<file path="config.mk">
export PLATFORM = sky130hd
export DESIGN_NAME = refresh_sched
export DESIGN_NICKNAME = d
export VERILOG_FILES = /design/src/rtl/refsch_pkg.sv /design/src/rtl/refsch_tick.sv /design/src/rtl/refsch_pend.sv /design/src/rtl/refsch_seq.sv /design/src/rtl/refresh_sched.sv
export SDC_FILE = /design/constraint.sdc
export NUM_CORES = 1
export LEC_CHECK = 0
export BUFFER_PORTS_ARGS = -buffer_cell sky130_fd_sc_hd__clkbuf_2
export CAP_MARGIN = 10
export CORE_ASPECT_RATIO = 0.8
export CORE_MARGIN = 5
export CORE_UTILIZATION = 45
export DETAILED_ROUTE_END_ITERATION = 7
export PLACE_DENSITY_LB_ADDON = 0.12
export SYNTH_ARGS = -nofsm -noshare
export SYNTH_HDL_FRONTEND = slang
export SYNTH_SLANG_ARGS = --single-unit
</file>
<file path="constraint.sdc">
create_clock -name clk -period 2.7 [get_ports clk]
set_input_delay 0.405 -clock clk [delete_from_list [all_inputs] [get_ports clk]]
set_output_delay 0.405 -clock clk [all_outputs]
set_load 0.01 [all_outputs]
</file>
<file path="src/rtl/refsch_pkg.sv">
package refsch_pkg;

    // command code {cs_n, ras_n, cas_n, we_n}
    typedef enum logic [3:0] {
        CMD_NOP    = 4'b0111,
        CMD_PREALL = 4'b0010,
        CMD_AREF   = 4'b0001
    } sdr_cmd_e;

    typedef enum logic [2:0] {
        SQ_IDLE,
        SQ_PRE,
        SQ_PWAIT,
        SQ_REF,
        SQ_RWAIT
    } seq_st_e;

endpackage

</file>
<file path="src/rtl/refsch_tick.sv">
module refsch_tick #(
    parameter int INTERVAL = 780
) (
    input  logic clk,
    input  logic rst_n,
    output logic tick_o
);
    localparam int IV = (INTERVAL < 2) ? 2 : INTERVAL;
    localparam int W  = $clog2(IV);
    localparam logic [W-1:0] LAST = W'(IV - 1);

    typedef struct packed {
        logic [W-1:0] cnt;
    } tick_st_t;

    tick_st_t st_d, st_q;

    always_comb begin
        st_d = st_q;
        if (st_q.cnt == LAST) st_d.cnt = '0;
        else                  st_d.cnt = st_q.cnt + 1'b1;
    end

    always_ff @(posedge clk) begin
        if (!rst_n) st_q <= '0;
        else        st_q <= st_d;
    end

    assign tick_o = (st_q.cnt == LAST);

    // ticks are isolated pulses
    a_r2_tick_single: assert property (@(posedge clk) disable iff (!rst_n)
        tick_o |=> !tick_o);

endmodule

</file>
<file path="src/rtl/refsch_pend.sv">
module refsch_pend #(
    parameter int MAX_PEND = 8
) (
    input  logic clk,
    input  logic rst_n,
    input  logic inc_i,
    input  logic dec_i,
    output logic nz_o,
    output logic full_o
);
    localparam int W = $clog2(MAX_PEND + 1);
    localparam logic [W-1:0] TOP = W'(MAX_PEND);

    typedef struct packed {
        logic [W-1:0] cnt;
    } pend_st_t;

    pend_st_t st_d, st_q;

    always_comb begin
        st_d = st_q;
        unique case ({inc_i, dec_i})
            2'b10: if (st_q.cnt != TOP)  st_d.cnt = st_q.cnt + 1'b1;
            2'b01: if (st_q.cnt != '0)   st_d.cnt = st_q.cnt - 1'b1;
            default: st_d.cnt = st_q.cnt;
        endcase
    end

    always_ff @(posedge clk) begin
        if (!rst_n) st_q <= '0;
        else        st_q <= st_d;
    end

    assign nz_o   = (st_q.cnt != '0);
    assign full_o = (st_q.cnt == TOP);

    // never beyond the limit
    a_r8_pend_bound: assert property (@(posedge clk) disable iff (!rst_n)
        st_q.cnt <= TOP);

    // a lone decrement of a nonzero count removes exactly one
    a_r9_pend_dec: assert property (@(posedge clk) disable iff (!rst_n)
        (dec_i && !inc_i && nz_o) |=> (st_q.cnt == $past(st_q.cnt) - 1'b1));

endmodule

</file>
<file path="src/rtl/refsch_seq.sv">
module refsch_seq
    import refsch_pkg::*;
#(
    parameter int NBANK   = 2,
    parameter int TRP_CYC = 1,
    parameter int TRC_CYC = 4
) (
    input  logic             clk,
    input  logic             rst_n,
    input  logic             pend_nz_i,
    input  logic [NBANK-1:0] bank_open_i,
    input  logic             gnt_i,
    output logic             take_o,
    output logic             req_o,
    output sdr_cmd_e         cmd_o,
    output logic             a10_o
);
    localparam int TRP  = (TRP_CYC < 1) ? 1 : TRP_CYC;
    localparam int TRC  = (TRC_CYC < 2) ? 2 : TRC_CYC;
    localparam int WMAX = (TRP > TRC) ? TRP : TRC;
    localparam int WW   = $clog2(WMAX + 1);
    localparam logic [WW-1:0] PRE_LOAD = (TRP >= 2) ? WW'(TRP - 2) : '0;
    localparam logic [WW-1:0] REF_LOAD = WW'(TRC - 2);

    typedef struct packed {
        seq_st_e       st;
        logic [WW-1:0] wait_cnt;
    } seq_t;

    seq_t s_d, s_q;

    assign take_o = (s_q.st == SQ_IDLE) && pend_nz_i && gnt_i;

    always_comb begin
        s_d = s_q;
        unique case (s_q.st)
            SQ_IDLE: begin
                if (take_o) s_d.st = (|bank_open_i) ? SQ_PRE : SQ_REF;
            end
            SQ_PRE: begin
                if (TRP == 1) begin
                    s_d.st = SQ_REF;
                end else begin
                    s_d.st       = SQ_PWAIT;
                    s_d.wait_cnt = PRE_LOAD;
                end
            end
            SQ_PWAIT: begin
                if (s_q.wait_cnt == '0) s_d.st = SQ_REF;
                else                    s_d.wait_cnt = s_q.wait_cnt - 1'b1;
            end
            SQ_REF: begin
                s_d.st       = SQ_RWAIT;
                s_d.wait_cnt = REF_LOAD;
            end
            SQ_RWAIT: begin
                if (s_q.wait_cnt == '0) s_d.st = SQ_IDLE;
                else                    s_d.wait_cnt = s_q.wait_cnt - 1'b1;
            end
            default: s_d.st = SQ_IDLE;
        endcase
    end

    always_ff @(posedge clk) begin
        if (!rst_n) begin
            s_q.st       <= SQ_IDLE;
            s_q.wait_cnt <= '0;
        end else begin
            s_q <= s_d;
        end
    end

    always_comb begin
        cmd_o = CMD_NOP;
        a10_o = 1'b0;
        if (s_q.st == SQ_PRE) begin
            cmd_o = CMD_PREALL;
            a10_o = 1'b1;
        end else if (s_q.st == SQ_REF) begin
            cmd_o = CMD_AREF;
        end
    end

    assign req_o = (s_q.st == SQ_IDLE) ? pend_nz_i : 1'b1;

    // an ungranted request is not withdrawn
    a_r3_req_hold: assert property (@(posedge clk) disable iff (!rst_n)
        (s_q.st == SQ_IDLE && req_o && !gnt_i) |=> req_o);

    // precharge follows a grant seen with an open bank
    a_r4_pre_cause: assert property (@(posedge clk) disable iff (!rst_n)
        (cmd_o == CMD_PREALL) |-> ($past(gnt_i) && $past(|bank_open_i)));

    // the cycle after a refresh carries no command
    a_r7_ref_quiet: assert property (@(posedge clk) disable iff (!rst_n)
        (cmd_o == CMD_AREF) |=> (cmd_o == CMD_NOP && req_o));

endmodule

</file>
<file path="src/rtl/refresh_sched.sv">
module refresh_sched
    import refsch_pkg::*;
#(
    parameter int NBANK    = 2,
    parameter int TICK_CYC = 780,
    parameter int TRP_CYC  = 1,
    parameter int TRC_CYC  = 4,
    parameter int MAX_PEND = 8
) (
    input  logic             clk,
    input  logic             rst_n,
    input  logic [NBANK-1:0] bank_open_i,
    input  logic             gnt_i,
    output logic             req_o,
    output logic             urgent_o,
    output logic [3:0]       cmd_o,
    output logic             a10_o
);
    logic     tick;
    logic     pend_nz;
    logic     take;
    sdr_cmd_e seq_cmd;

    refsch_tick #(.INTERVAL(TICK_CYC)) u_tick (
        .clk    (clk),
        .rst_n  (rst_n),
        .tick_o (tick)
    );

    refsch_pend #(.MAX_PEND(MAX_PEND)) u_pend (
        .clk    (clk),
        .rst_n  (rst_n),
        .inc_i  (tick),
        .dec_i  (take),
        .nz_o   (pend_nz),
        .full_o (urgent_o)
    );

    refsch_seq #(
        .NBANK   (NBANK),
        .TRP_CYC (TRP_CYC),
        .TRC_CYC (TRC_CYC)
    ) u_seq (
        .clk         (clk),
        .rst_n       (rst_n),
        .pend_nz_i   (pend_nz),
        .bank_open_i (bank_open_i),
        .gnt_i       (gnt_i),
        .take_o      (take),
        .req_o       (req_o),
        .cmd_o       (seq_cmd),
        .a10_o       (a10_o)
    );

    assign cmd_o = seq_cmd;

endmodule

</file>
* Word-level counts from Yosys, hierarchy flattened
Cells that the tools add are included.
Word-level totals: register bits after elaboration 20, input bits 5
Cells by class: bitwise operators 1, add/sub/neg operators 4, muxes and demuxes 14, reductions and logical operators 13, eq/ne operators 15
Operators by type and width (number):
- two-way mux 3 bit | 5
- case mux 3 bit (5 select lines) | 1
- two-way mux 4 bit | 3
- adder 10 x 1 -> 10 bit (second input constant) | 1
- == test 10 bit (second input constant) | 1
- != test 2 x 1 -> 1 bit (second input constant) | 4
- case mux 4 bit (2 select lines) | 1
- == test 3 x 2 -> 1 bit (second input constant) | 2
- zero test 3 bit | 2
- case mux 3 bit (2 select lines) | 1
- AND reduction 3 bit | 2
- OR reduction 2 bit | 3
- adder 4 x 1 -> 4 bit (second input constant) | 1
- == test 4 bit (second input constant) | 1
- != test 2 bit (second input constant) | 2
- != test 4 bit (second input constant) | 1
- nonzero test 2 bit | 2
- nonzero test 4 bit | 1
- subtractor 4 x 1 -> 4 bit (second input constant) | 1
- == test 3 x 1 -> 1 bit (second input constant) | 1
- == test 3 bit (second input constant) | 1
- subtractor 3 x 1 -> 3 bit (second input constant) | 1
- == test 2 x 1 -> 1 bit (second input constant) | 1
- == test 2 bit (second input constant) | 1
- other kinds (5) | 7

* Depth between registers and ports, before layout
depth after elaboration 6, gate-level depth with buffers 11, mapped depth without buffers 10

* Hierarchy
A second synthesis with hierarchy kept.
Unflattened totals: cell total of the unflattened synthesis 130, area total of the unflattened synthesis 1182.4 um2
Modules (own cells, without submodules):
- refsch_tick | cells each 48, area an instance 449.2 um2, instances 1
- refsch_seq | cells each 49, area an instance 430.4 um2, instances 1
- refsch_pend | cells each 33, area an instance 302.8 um2, instances 1

* Least setup slack after synthesis
No wires, ideal clock.
kind register to register, from register u_tick.st_q[0] (netlist name), to register u_pend.st_q[2] (netlist name), library setup time 0.118 ns, data required time 2.582 ns, buffers on the path 1, arrival time 2.245 ns, period minus slack after synthesis 2.364 ns, cell stages (with the launch flop) 12, setup slack 0.336 ns, cell sequence dfxtp_1 ha_1 nand4_1 or4_1 buf_2 ha_1 xor2_1 ha_1 a21oi_1 xnor2_1 nand2_1 mux2i_1
Between the ends: word-level cells in the longest chain between the ends 4, elaborated cells on any way between the ends 8, classes of those cells eq/ne (5); mux (1); reduce/logical (2)
RTL lines:
- from (decl) | line refsch_tick.sv:16 | tick_st_t st_d, st_q;
- from (signal assigned) | line refsch_tick.sv:26 | else st_q <= st_d;
- == test 10 bit * | line refsch_tick.sv:29 | assign tick_o = (st_q.cnt == LAST);
- == test 2 x 1 -> 1 bit or == test 2 bit (tied branches) | line refsch_pend.sv:22 | unique case ({inc_i, dec_i})
- != test 2 x 1 -> 1 bit (no source line) or nonzero test 2 bit (tied branches)
- AND reduction 3 bit (no source line)
- to (signal assigned) | line refsch_pend.sv:31 | else st_q <= st_d;
- to (decl) | line refsch_pend.sv:18 | pend_st_t st_d, st_q;
Every way passes the cells marked *; elsewhere a longest branch is shown, timed or not. A chain may end at the register's enable or synchronous reset.

* Final worst setup path
Same ends and word-level chain as after synthesis.

==> impl_metrics.py <==
metrics = {
    "grt": {
        "grt_pass1_vias": 837,
        "grt_use_total_pct": 13.4,
        "grt_overflow": 0,
        "grt_max_degree": 15,
        "grt_antenna_before_repair": 0,
        "grt_pass1_wl_mm": 3.64,
    },
    "sta": {
        "skew_ns": 0.00293,
        "tns_ns": 0,
        "rsz0062_at_grt": "no",
        "period_minus_slack_ns": 2.43,
        "slew_headroom_pct": 65.2,
        "hold_viol": 0,
        "worst_slew_pin_slew_ns": 0.517,
        "setup_viol": 0,
        "post-route-period-util_pct": 90.0,
        "setup_slack_ns": 0.270,
        "drv_slew": 0,
        "fmax_mhz": 412,
    },
    "synth": {
        "synth_seq_area_share_pct": 35.8,
        "synth.distinct_cells": 46,
        "synthArstFlopShare_pct": 0,
        "yosys-top-cells-area": "dfxtp_1 (36%), ha_1 (7.8%), xor2_1 (6.3%)",
        "syn_nets": 142,
        "synth_seq_cells": 20,
        "synth.most_common_cell": "dfxtp_1",
        "synth_common_cells": "dfxtp_1 (20), nand2_1 (14), nor2_1 (12)",
        "synth_top_cell_by_area": "dfxtp_1",
        "netlist_instances": 130,
        "synth_ff_type": "dfxtp_1",
        "yosys_warnings": 0,
        "yosysTopAreaCellShare_pct": 35.8,
        "avgSynthCellArea_um2": 8.59,
        "synth_edf_count": 0,
        "netlist_area_mm2": 0.00112,
    },
    "detailed_routing": {
        "drt_iter0_drc": 15,
        "wl_per_cell_um": 11.9,
        "drc_errors": 0,
        "dr.pass1.iters": 4,
        "vias_per_cell": 5.40,
        "wl_mm": 2.00,
        "ant_nets": 0,
        "dr_total_vias": 907,
    },
    "cells_and_area": {
        "register_area_um2": 400,
        "n_fill_cell": 237,
        "multi_input_area_um2": 666,
        "area_growth_syn_to_layout_pct": 11.3,
        "drive_gt1_share_pct": 14.2,
        "instances_no_fill": 168,
        "antenna_cells": 0,
        "nets": 154,
    },
    "min_path": {
        "holdCritStartpoint": "bank_open_i[0]",
        "holdPathEnd": "u_seq.s_q[4]",
        "min_path_type": "primary input to flip-flop",
        "holdPathStages": 3,
    },
    "clocking": {
        "cts_setup_buffers": 0,
        "cts_tree": "built",
        "cts_resized": 0,
        "root_buffer": "clkbuf_4",
        "clk_path_buf_depth": 2,
        "clk_pin_slew_worst_paths_ns": 0.12,
        "cts_htree_levels": 1,
        "clk_latency_ns": 0.30,
        "cts_buffers": 3,
        "cts_sinks": 20,
        "cts_hold_buffers": 0,
    },
    "worst_setup_path": {
        "ff2ff_path_depth": 10,
        "timing.rr.end": "u_pend.st_q[2]",
        "worst_r2r_startpoint": "u_tick.st_q[0]",
        "endpoint_kind": "flip-flop",
        "required_ns": 2.91,
        "setup.worst_path.class": "flip-flop to flip-flop",
        "crit_start": "u_tick.st_q[0]",
        "worstPathArrival_ns": 2.64,
        "cp_max_fo": 6,
        "worstSetupStartpointType": "flip-flop",
        "r2r_setup_slack_ns": 0.27,
    },
    "placed_design": {
        "gp_congestion": 0.875,
        "pre_cts_ws_ns": 0.271,
        "placement.io_buffers": 10,
        "dp_cells": 164,
        "hpwl_mm": 1.49,
    },
    "floorplan": {
        "num_rows": 16,
        "initial_utilization_pct": 46.5,
        "die_h_um": 54.6,
        "die_area_mm2": 0.00359,
        "die_x_um": 65.7,
        "design.core.area_mm2": 0.00240,
        "ios": 12,
    },
    "power_and_ir_drop": {
        "peakVddDrop_v": 0.000353,
        "leakage_uw": 0.000542,
        "power_density_mw_per_mm2": 556,
    },
    "outcome": {
        "status": "completed",
    },
    "job": {
        "drv_cap": 0,
    },
}
where the power goes:
part | switching (uW) | internal [uW] | total, uW | leakage, uW
Combinational | 58.9 | 53.7 | 113 | 0.000353
Clock | 97.7 | 150 | 248 | 0.0000279
Sequential | 22.3 | 309 | 331 | 0.000162
Total | 179 | 513 | 691 | 0.000542
metrics by stage:
stage	power, uW	cell area (um2)	util (%)	hold WS (ns)
2_1_floorplan	415	1120	-	0.426
4_1_cts	707	1240	51.8	0.353
5_1_grt	739	1240	51.8	0.365
3_3_place_gp	449	1190	49.6	0.441
6_report	691	1240	51.8	0.363
3_5_place_dp	452	1190	49.6	0.466
critical path, cell delays in order (launching register included):
cell and delay (ns):
dfxtp_1 0.39, ha_1 0.22, nand4_1 0.10, or4_1 0.50
ha_1 0.28, xor2_1 0.17, ha_1 0.18, a21oi_1 0.14
xnor2_1 0.13, nand2_1 0.08, mux2i_1 0.13
final cells by class:
cell class | count | area share [%]
clock inverter | 1 | 2.41
clock buffer | 3 | 1.81
tap | 27 | 2.72
timing repair buffer | 12 | 5.23
inverter | 7 | 2.11
sequential | 20 | 32.2
multi-input combinational | 98 | 53.5
how the worst max path moves through the flow:
stage                     endpoint  slack [ns]  cells past startpoint
global route        u_pend.st_q[2]        0.03                      8
global placement    u_pend.st_q[2]        0.35                     10
finish              u_pend.st_q[2]        0.27                     10
floorplan           u_pend.st_q[2]        0.34                     11
detailed placement  u_pend.st_q[2]        0.27                     10
CTS                 u_pend.st_q[2]        0.24                     10
routing by layer:
layer  vias up  share of wire (%)  global-route usage [%]
met1       413                 50                    16.2
met4         0               0.50                    3.10
met5         -                  0                       0
met3         2                4.1                    4.93
li1        473                  -                       -
met2        19                 46                    23.0
state kept, by name, indices dropped and copies added (netlist names):
register and flops:
u_tick.st_q 10, u_seq.s_q 6, u_pend.st_q 4
cell families after synthesis:
| logic type | after synthesis | share of synthesized area [%] |
|---|---|---|
| AOI/OAI and AO/OA | 15 | 9.52 |
| xor gates and xnor gates | 13 | 10.2 |
| adders and majority gates | 7 | 7.84 |
| buffers and inverters | 12 | 4.59 |
| DFF | 20 | 35.8 |
| muxes | 3 | 2.80 |
| other | 1 | 0.336 |
| and+or+nand+nor | 59 | 28.9 |
cell usage in the layout (no fill, tap or decap), types with 2 or more instances in the layout:
cell / instances
a21oi_1: 2
and2_1: 4
and3_1: 3
buf_4: 2
clkbuf_2: 10
clkbuf_4: 3
dfxtp_1: 20
ha_1: 7
inv_1: 7
mux2i_1: 2
nand2_1: 14
nand2b_1: 3
nand3_1: 3
nand4_1: 3
nor2_1: 12
nor2b_1: 2
nor3_1: 2
nor3b_1: 2
o21ai_0: 3
xnor2_1: 5
xor2_1: 8
Note: power is estimated with default switching activity, not from simulation.
